`config.mk`:
```
export PLATFORM = sky130hd
export DESIGN_NAME = seg_addr_gen
export DESIGN_NICKNAME = d
export VERILOG_FILES = /design/src/rtl/seg_addr_pkg.sv /design/src/rtl/ea_mode_decode.sv /design/src/rtl/ea_offset_sum.sv /design/src/rtl/ea_segment_select.sv /design/src/rtl/seg_addr_gen.sv
export SDC_FILE = /design/constraint.sdc
export NUM_CORES = 1
export LEC_CHECK = 0
export ABC_AREA = 1
export CAP_MARGIN = 40
export CORE_ASPECT_RATIO = 1.75
export CORE_MARGIN = 4
export CORE_UTILIZATION = 45
export CTS_CLUSTER_DIAMETER = 200
export DETAILED_ROUTE_END_ITERATION = 10
export PLACE_DENSITY = 0.93
export SYNTH_ARGS = -nofsm -noshare
export SYNTH_HDL_FRONTEND = slang
export SYNTH_SLANG_ARGS = --single-unit
```
`constraint.sdc`:
```
create_clock -name clk -period 8 [get_ports clk]
set_clock_uncertainty 0.1 [all_clocks]
set_input_delay 2 -clock clk [delete_from_list [all_inputs] [get_ports clk]]
set_output_delay 2 -clock clk [all_outputs]
set_load 0.005 [all_outputs]
```
`src/rtl/seg_addr_pkg.sv`:
```
package seg_addr_pkg;

  typedef enum logic [1:0] {
    SEG_ES = 2'd0,
    SEG_CS = 2'd1,
    SEG_SS = 2'd2,
    SEG_DS = 2'd3
  } seg_id_e;

  typedef enum logic [1:0] {
    DK_NONE = 2'd0,
    DK_BYTE = 2'd1,
    DK_WORD = 2'd2
  } disp_kind_e;

  typedef struct packed {
    logic       use_bx;
    logic       use_bp;
    logic       use_si;
    logic       use_di;
    disp_kind_e dkind;
  } ea_terms_t;

endpackage

```
`src/rtl/ea_mode_decode.sv`:
```
module ea_mode_decode
  import seg_addr_pkg::*;
(
  input  logic [2:0] mode_rm,
  input  logic [1:0] disp_size,
  output ea_terms_t  terms
);

  disp_kind_e dk;

  always_comb begin
    unique case (disp_size)
      2'd0:    dk = DK_NONE;
      2'd1:    dk = DK_BYTE;
      default: dk = DK_WORD;
    endcase
  end

  always_comb begin
    terms = '{use_bx: 1'b0, use_bp: 1'b0, use_si: 1'b0, use_di: 1'b0, dkind: dk};
    unique case (mode_rm)
      3'd0: begin terms.use_bx = 1'b1; terms.use_si = 1'b1; end
      3'd1: begin terms.use_bx = 1'b1; terms.use_di = 1'b1; end
      3'd2: begin terms.use_bp = 1'b1; terms.use_si = 1'b1; end
      3'd3: begin terms.use_bp = 1'b1; terms.use_di = 1'b1; end
      3'd4: terms.use_si = 1'b1;
      3'd5: terms.use_di = 1'b1;
      3'd6: begin
        if (dk == DK_NONE) terms.dkind  = DK_WORD;
        else               terms.use_bp = 1'b1;
      end
      default: terms.use_bx = 1'b1;
    endcase
  end

endmodule

```
`src/rtl/ea_offset_sum.sv`:
```
module ea_offset_sum
  import seg_addr_pkg::*;
#(
  parameter int OFS_W   = 16,
  parameter int DISP8_W = 8
) (
  input  ea_terms_t          terms,
  input  logic [OFS_W-1:0]   reg_bx,
  input  logic [OFS_W-1:0]   reg_bp,
  input  logic [OFS_W-1:0]   reg_si,
  input  logic [OFS_W-1:0]   reg_di,
  input  logic [OFS_W-1:0]   disp,
  output logic [OFS_W-1:0]   offset
);

  localparam int EXT_W = OFS_W - DISP8_W;

  logic [OFS_W-1:0] base_term;
  logic [OFS_W-1:0] index_term;
  logic [OFS_W-1:0] disp_term;

  always_comb begin
    base_term = '0;
    if (terms.use_bx)      base_term = reg_bx;
    else if (terms.use_bp) base_term = reg_bp;
  end

  always_comb begin
    index_term = '0;
    if (terms.use_si)      index_term = reg_si;
    else if (terms.use_di) index_term = reg_di;
  end

  always_comb begin
    unique case (terms.dkind)
      DK_BYTE: disp_term = {{EXT_W{disp[DISP8_W-1]}}, disp[DISP8_W-1:0]};
      DK_WORD: disp_term = disp;
      default: disp_term = '0;
    endcase
  end

  // Sum truncates naturally to OFS_W bits.
  assign offset = base_term + index_term + disp_term;

endmodule

```
`src/rtl/ea_segment_select.sv`:
```
module ea_segment_select
  import seg_addr_pkg::*;
#(
  parameter int OFS_W  = 16,
  parameter int N_SEG  = 4
) (
  input  logic                  bp_based,
  input  logic                  ovr_en,
  input  logic [1:0]            ovr_sel,
  input  logic [N_SEG*OFS_W-1:0] seg_bank,
  output seg_id_e               seg_id,
  output logic [OFS_W-1:0]      seg_val
);

  logic [OFS_W-1:0] seg_arr [N_SEG];

  for (genvar g = 0; g < N_SEG; g++) begin : g_unpack
    assign seg_arr[g] = seg_bank[g*OFS_W +: OFS_W];
  end

  always_comb begin
    if (ovr_en)        seg_id = seg_id_e'(ovr_sel);
    else if (bp_based) seg_id = SEG_SS;
    else               seg_id = SEG_DS;
  end

  assign seg_val = seg_arr[seg_id];

endmodule

```
`src/rtl/seg_addr_gen.sv`:
```
module seg_addr_gen
  import seg_addr_pkg::*;
#(
  parameter int OFS_W     = 16,
  parameter int DISP8_W   = 8,
  parameter int SEG_SHIFT = 4,
  localparam int PA_W     = OFS_W + SEG_SHIFT
) (
  input  logic             clk,
  input  logic             rst,
  input  logic             req_valid,
  input  logic [2:0]       mode_rm,
  input  logic [1:0]       disp_size,
  input  logic [OFS_W-1:0] disp,
  input  logic [OFS_W-1:0] reg_bx,
  input  logic [OFS_W-1:0] reg_bp,
  input  logic [OFS_W-1:0] reg_si,
  input  logic [OFS_W-1:0] reg_di,
  input  logic [OFS_W-1:0] seg_es,
  input  logic [OFS_W-1:0] seg_cs,
  input  logic [OFS_W-1:0] seg_ss,
  input  logic [OFS_W-1:0] seg_ds,
  input  logic             seg_ovr_en,
  input  logic [1:0]       seg_ovr_sel,
  output logic             res_valid,
  output logic [OFS_W-1:0] res_offset,
  output logic [1:0]       res_seg_id,
  output logic [OFS_W-1:0] res_seg_val,
  output logic [PA_W-1:0]  res_phys
);

  localparam int N_SEG = 4;

  ea_terms_t          terms;
  logic [OFS_W-1:0]   offset_c;
  seg_id_e            seg_id_c;
  logic [OFS_W-1:0]   seg_val_c;
  logic [PA_W-1:0]    phys_c;
  logic [N_SEG*OFS_W-1:0] seg_bank;

  // Bank order follows the segment code: ES, CS, SS, DS.
  assign seg_bank = {seg_ds, seg_ss, seg_cs, seg_es};

  ea_mode_decode u_decode (
    .mode_rm   (mode_rm),
    .disp_size (disp_size),
    .terms     (terms)
  );

  ea_offset_sum #(
    .OFS_W   (OFS_W),
    .DISP8_W (DISP8_W)
  ) u_sum (
    .terms  (terms),
    .reg_bx (reg_bx),
    .reg_bp (reg_bp),
    .reg_si (reg_si),
    .reg_di (reg_di),
    .disp   (disp),
    .offset (offset_c)
  );

  ea_segment_select #(
    .OFS_W (OFS_W),
    .N_SEG (N_SEG)
  ) u_seg (
    .bp_based (terms.use_bp),
    .ovr_en   (seg_ovr_en),
    .ovr_sel  (seg_ovr_sel),
    .seg_bank (seg_bank),
    .seg_id   (seg_id_c),
    .seg_val  (seg_val_c)
  );

  assign phys_c = {seg_val_c, {SEG_SHIFT{1'b0}}} + {{SEG_SHIFT{1'b0}}, offset_c};

  always_ff @(posedge clk) begin
    if (rst) begin
      res_valid   <= 1'b0;
      res_offset  <= '0;
      res_seg_id  <= '0;
      res_seg_val <= '0;
      res_phys    <= '0;
    end else begin
      res_valid <= req_valid;
      if (req_valid) begin
        res_offset  <= offset_c;
        res_seg_id  <= seg_id_c;
        res_seg_val <= seg_val_c;
        res_phys    <= phys_c;
      end
    end
  end

endmodule

```
==> qor.txt <==
Fillers: 958
Post-synth top cells: inv_1, nand2_1, nor2_1, o21ai_0, nand3_1
Vias in the first global route: 5854
Synth area leaders: dfxtp_1, inv_1, nand2_1
Post-layout total power: 1510 µW
Setup TNS: 0 ns
CTS Buf Count: 5
FF+latch area: 1020 µm²
Die Ht: 150 µm
Area of the multi-input gates: 3280 µm²
DRC: 0
Crit Path Class: in2reg
Area Growth Syn to Fin: 44.6%
Capturing element type of the critical path: register
DR pass1 iterations: 4
Worst-path clk slew: 0.07 ns
LEAKAGE: 0.00388 µW
Final period utilization: 85.6%
Bufs on Longest Clock Path: 2
Post-route ant nets: 0
Final setup viols: 0
Final hold vios: 0
Avg WL per Cell: 14.0 µm
Critical Path RT: 8.10 ns
Post-synth cell types: 37
Pwr Density: 202 nW/µm²
Die ar.: 13400 µm²
Pin count of the biggest net entering global routing: 50
GPL Wtd Cong: 0.900
H-tree depth: 2
Via Count: 5940
Sequential cell area fraction in the yosys report: 19.7%
Top FF cell, synth: dfxtp_1
Layout cells sized above 1: 4.36%
Initial Utilization: 46.2%
Hold buffer count at cts: 0
Hold WC Path Type: reg2reg
Total grt overflow: 0
Synthesized flop and latch total: 51
Final setup margin: 1.15 ns
GRT Resource Usage Total: 24.1%
Crit path max fanout: 6
Async set or reset register ratio after synthesis: 0%
Pre-CTS setup slack: 0.747 ns
CTS Sinks: 51
Yosys top cell by area: dfxtp_1
Status: finished, final reports clean
Count leader, synth: inv_1
Max Cap Viol: 0
Post-synth EDFFs: 0
Synth Net Count: 1057
Initial antenna violation count: 0
Worst R2R Setup Slack: 7.14 ns
Post-CTS Setup Bufs: 0
Top cell type's share of synthesized area: 19.7%
Die W: 89.2 µm
Later-pin clock latency in the skew report: 0.29 ns
Clk Tree Root Cell: clkbuf_16
Max-slew violation count: 0
Critical path launch point type: input port
Post-Syn Area per Cell: 6.03 µm²
RSZ-0062 raised after global routing: no
Synth Warn #: 0
First-iteration detailed-routing DRC count: 309
Rel. slew slack: 57.6%
CTS tree: yes
Nets: 1250
Number of I/O pins: 210
Total wire length: 16600 µm
ANT cells: 0
PortBufs: 209
Worst-margin pin slew: 0.634 ns
Fmax: 146 MHz
Post-DR vias/cell: 5.01
Crit path time final: 6.85 ns
Synth Instances: 860
Worst Path Arrival: 6.95 ns
# rows: 51
First-pass GRT wire length: 25700 µm
Post-DP HPWL: 14000 µm
Worst VDD drop: 167 µV
Post-CTS Resized: 0
Core box area: 11200 µm²
Cell area after synthesis: 5190 µm²
==> where the power goes <==
part | switching (µW) | internal (µW)
registers | 26.5 | 302
logic | 533 | 434
clock network | 100 | 117
==> stage by stage <==
step / instance area (µm²) / instances / util, % / hold slack [ns]
finish: 7510 / 1186 / 66.8 / 0.373
global route: 7510 / 1186 / 66.8 / 0.389
CTS: 7510 / 1186 / 66.8 / 0.375
detailed placement: 7360 / 1178 / 65.5 / 0.363
global placement: 7330 / 1177 / 65.3 / 0.357
floorplan: 5190 / 860 / - / 0.367
==> cells in the final DEF (no fill, tap or decap), drive strengths merged, types with 11 or more instances in the layout <==
| master | synthesis | layout |
|---|---|---|
| clkdlybuf4s50 | 0 | 208 |
| nor2 | 106 | 106 |
| ha | 25 | 25 |
| o211ai | 12 | 12 |
| o22ai | 23 | 23 |
| o21ai | 69 | 69 |
| nand4 | 11 | 11 |
| inv | 191 | 192 |
| nand3 | 56 | 56 |
| a21oi | 35 | 35 |
| nand2 | 196 | 196 |
| dfxtp | 51 | 51 |
| fa | 17 | 17 |
==> flip-flops by register name, indices dropped and copies added (netlist names) <==
name,count
res_offset,16
res_phys,16
res_seg_val,16
res_seg_id,2
res_valid,1
==> worst max-delay path, cell delays in order <==
cell and delay, ns:
clkdlybuf4s50_1 0.51, inv_1 0.08, nand2_1 0.12, a21boi_1 0.54, o22ai_1 0.17, inv_1 0.11, fa_1 0.39, inv_1 0.07
ha_1 0.17, inv_1 0.07, fa_1 0.45, inv_1 0.11, nand3_1 0.07, nand3_1 0.13, xnor2_1 0.14, fa_1 0.48
o21ai_0 0.30, a21oi_1 0.11, o21bai_1 0.23, nand4_1 0.15, nand2_1 0.11, nand2_1 0.07, nand2_2 0.08, nand2_1 0.05
nand2_1 0.05, nand3_1 0.06, nand2_1 0.08, inv_1 0.03
==> logic make-up (layout without fill, tap and decap cells) <==
logic type | Yosys count | after routing | synth area share (%)
and+or+nand+nor | 373 | 373 | 31.0
buffers and inverters | 223 | 417 | 17.0
AOI/OAI and AO/OA | 152 | 152 | 16.5
DFF | 51 | 51 | 19.7
adders and majority gates | 42 | 42 | 12.6
xor gates and xnor gates | 19 | 19 | 3.21
==> area by class of cell <==
class,instances,area share (%)
clock buffer,6,1.72
clock inverter,2,0.217
inverter,192,9.63
multi-input combinational,586,43.8
sequential,51,13.6
tap,132,2.20
timing repair buffer,217,28.9
==> worst paths after layout <==
path              depth (start not counted)        endpoint            from
setup / recovery                         28    res_phys[18]      mode_rm[2]
hold / removal                            2  res_seg_val[5]  res_seg_val[5]
hold reg to reg                           2  res_seg_val[5]  res_seg_val[5]
setup reg to reg                          4   res_offset[3]   res_offset[3]
==> layer usage <==
metal	vias to the layer above	GRT usage (%)	wire length, µm
met5	-	0	0
met3	39	3.53	887
met1	2668	22.4	5810
met4	0	11.3	578
li1	3063	-	-
met2	170	48.4	9350
Note: power is estimated with default switching activity, not from simulation.
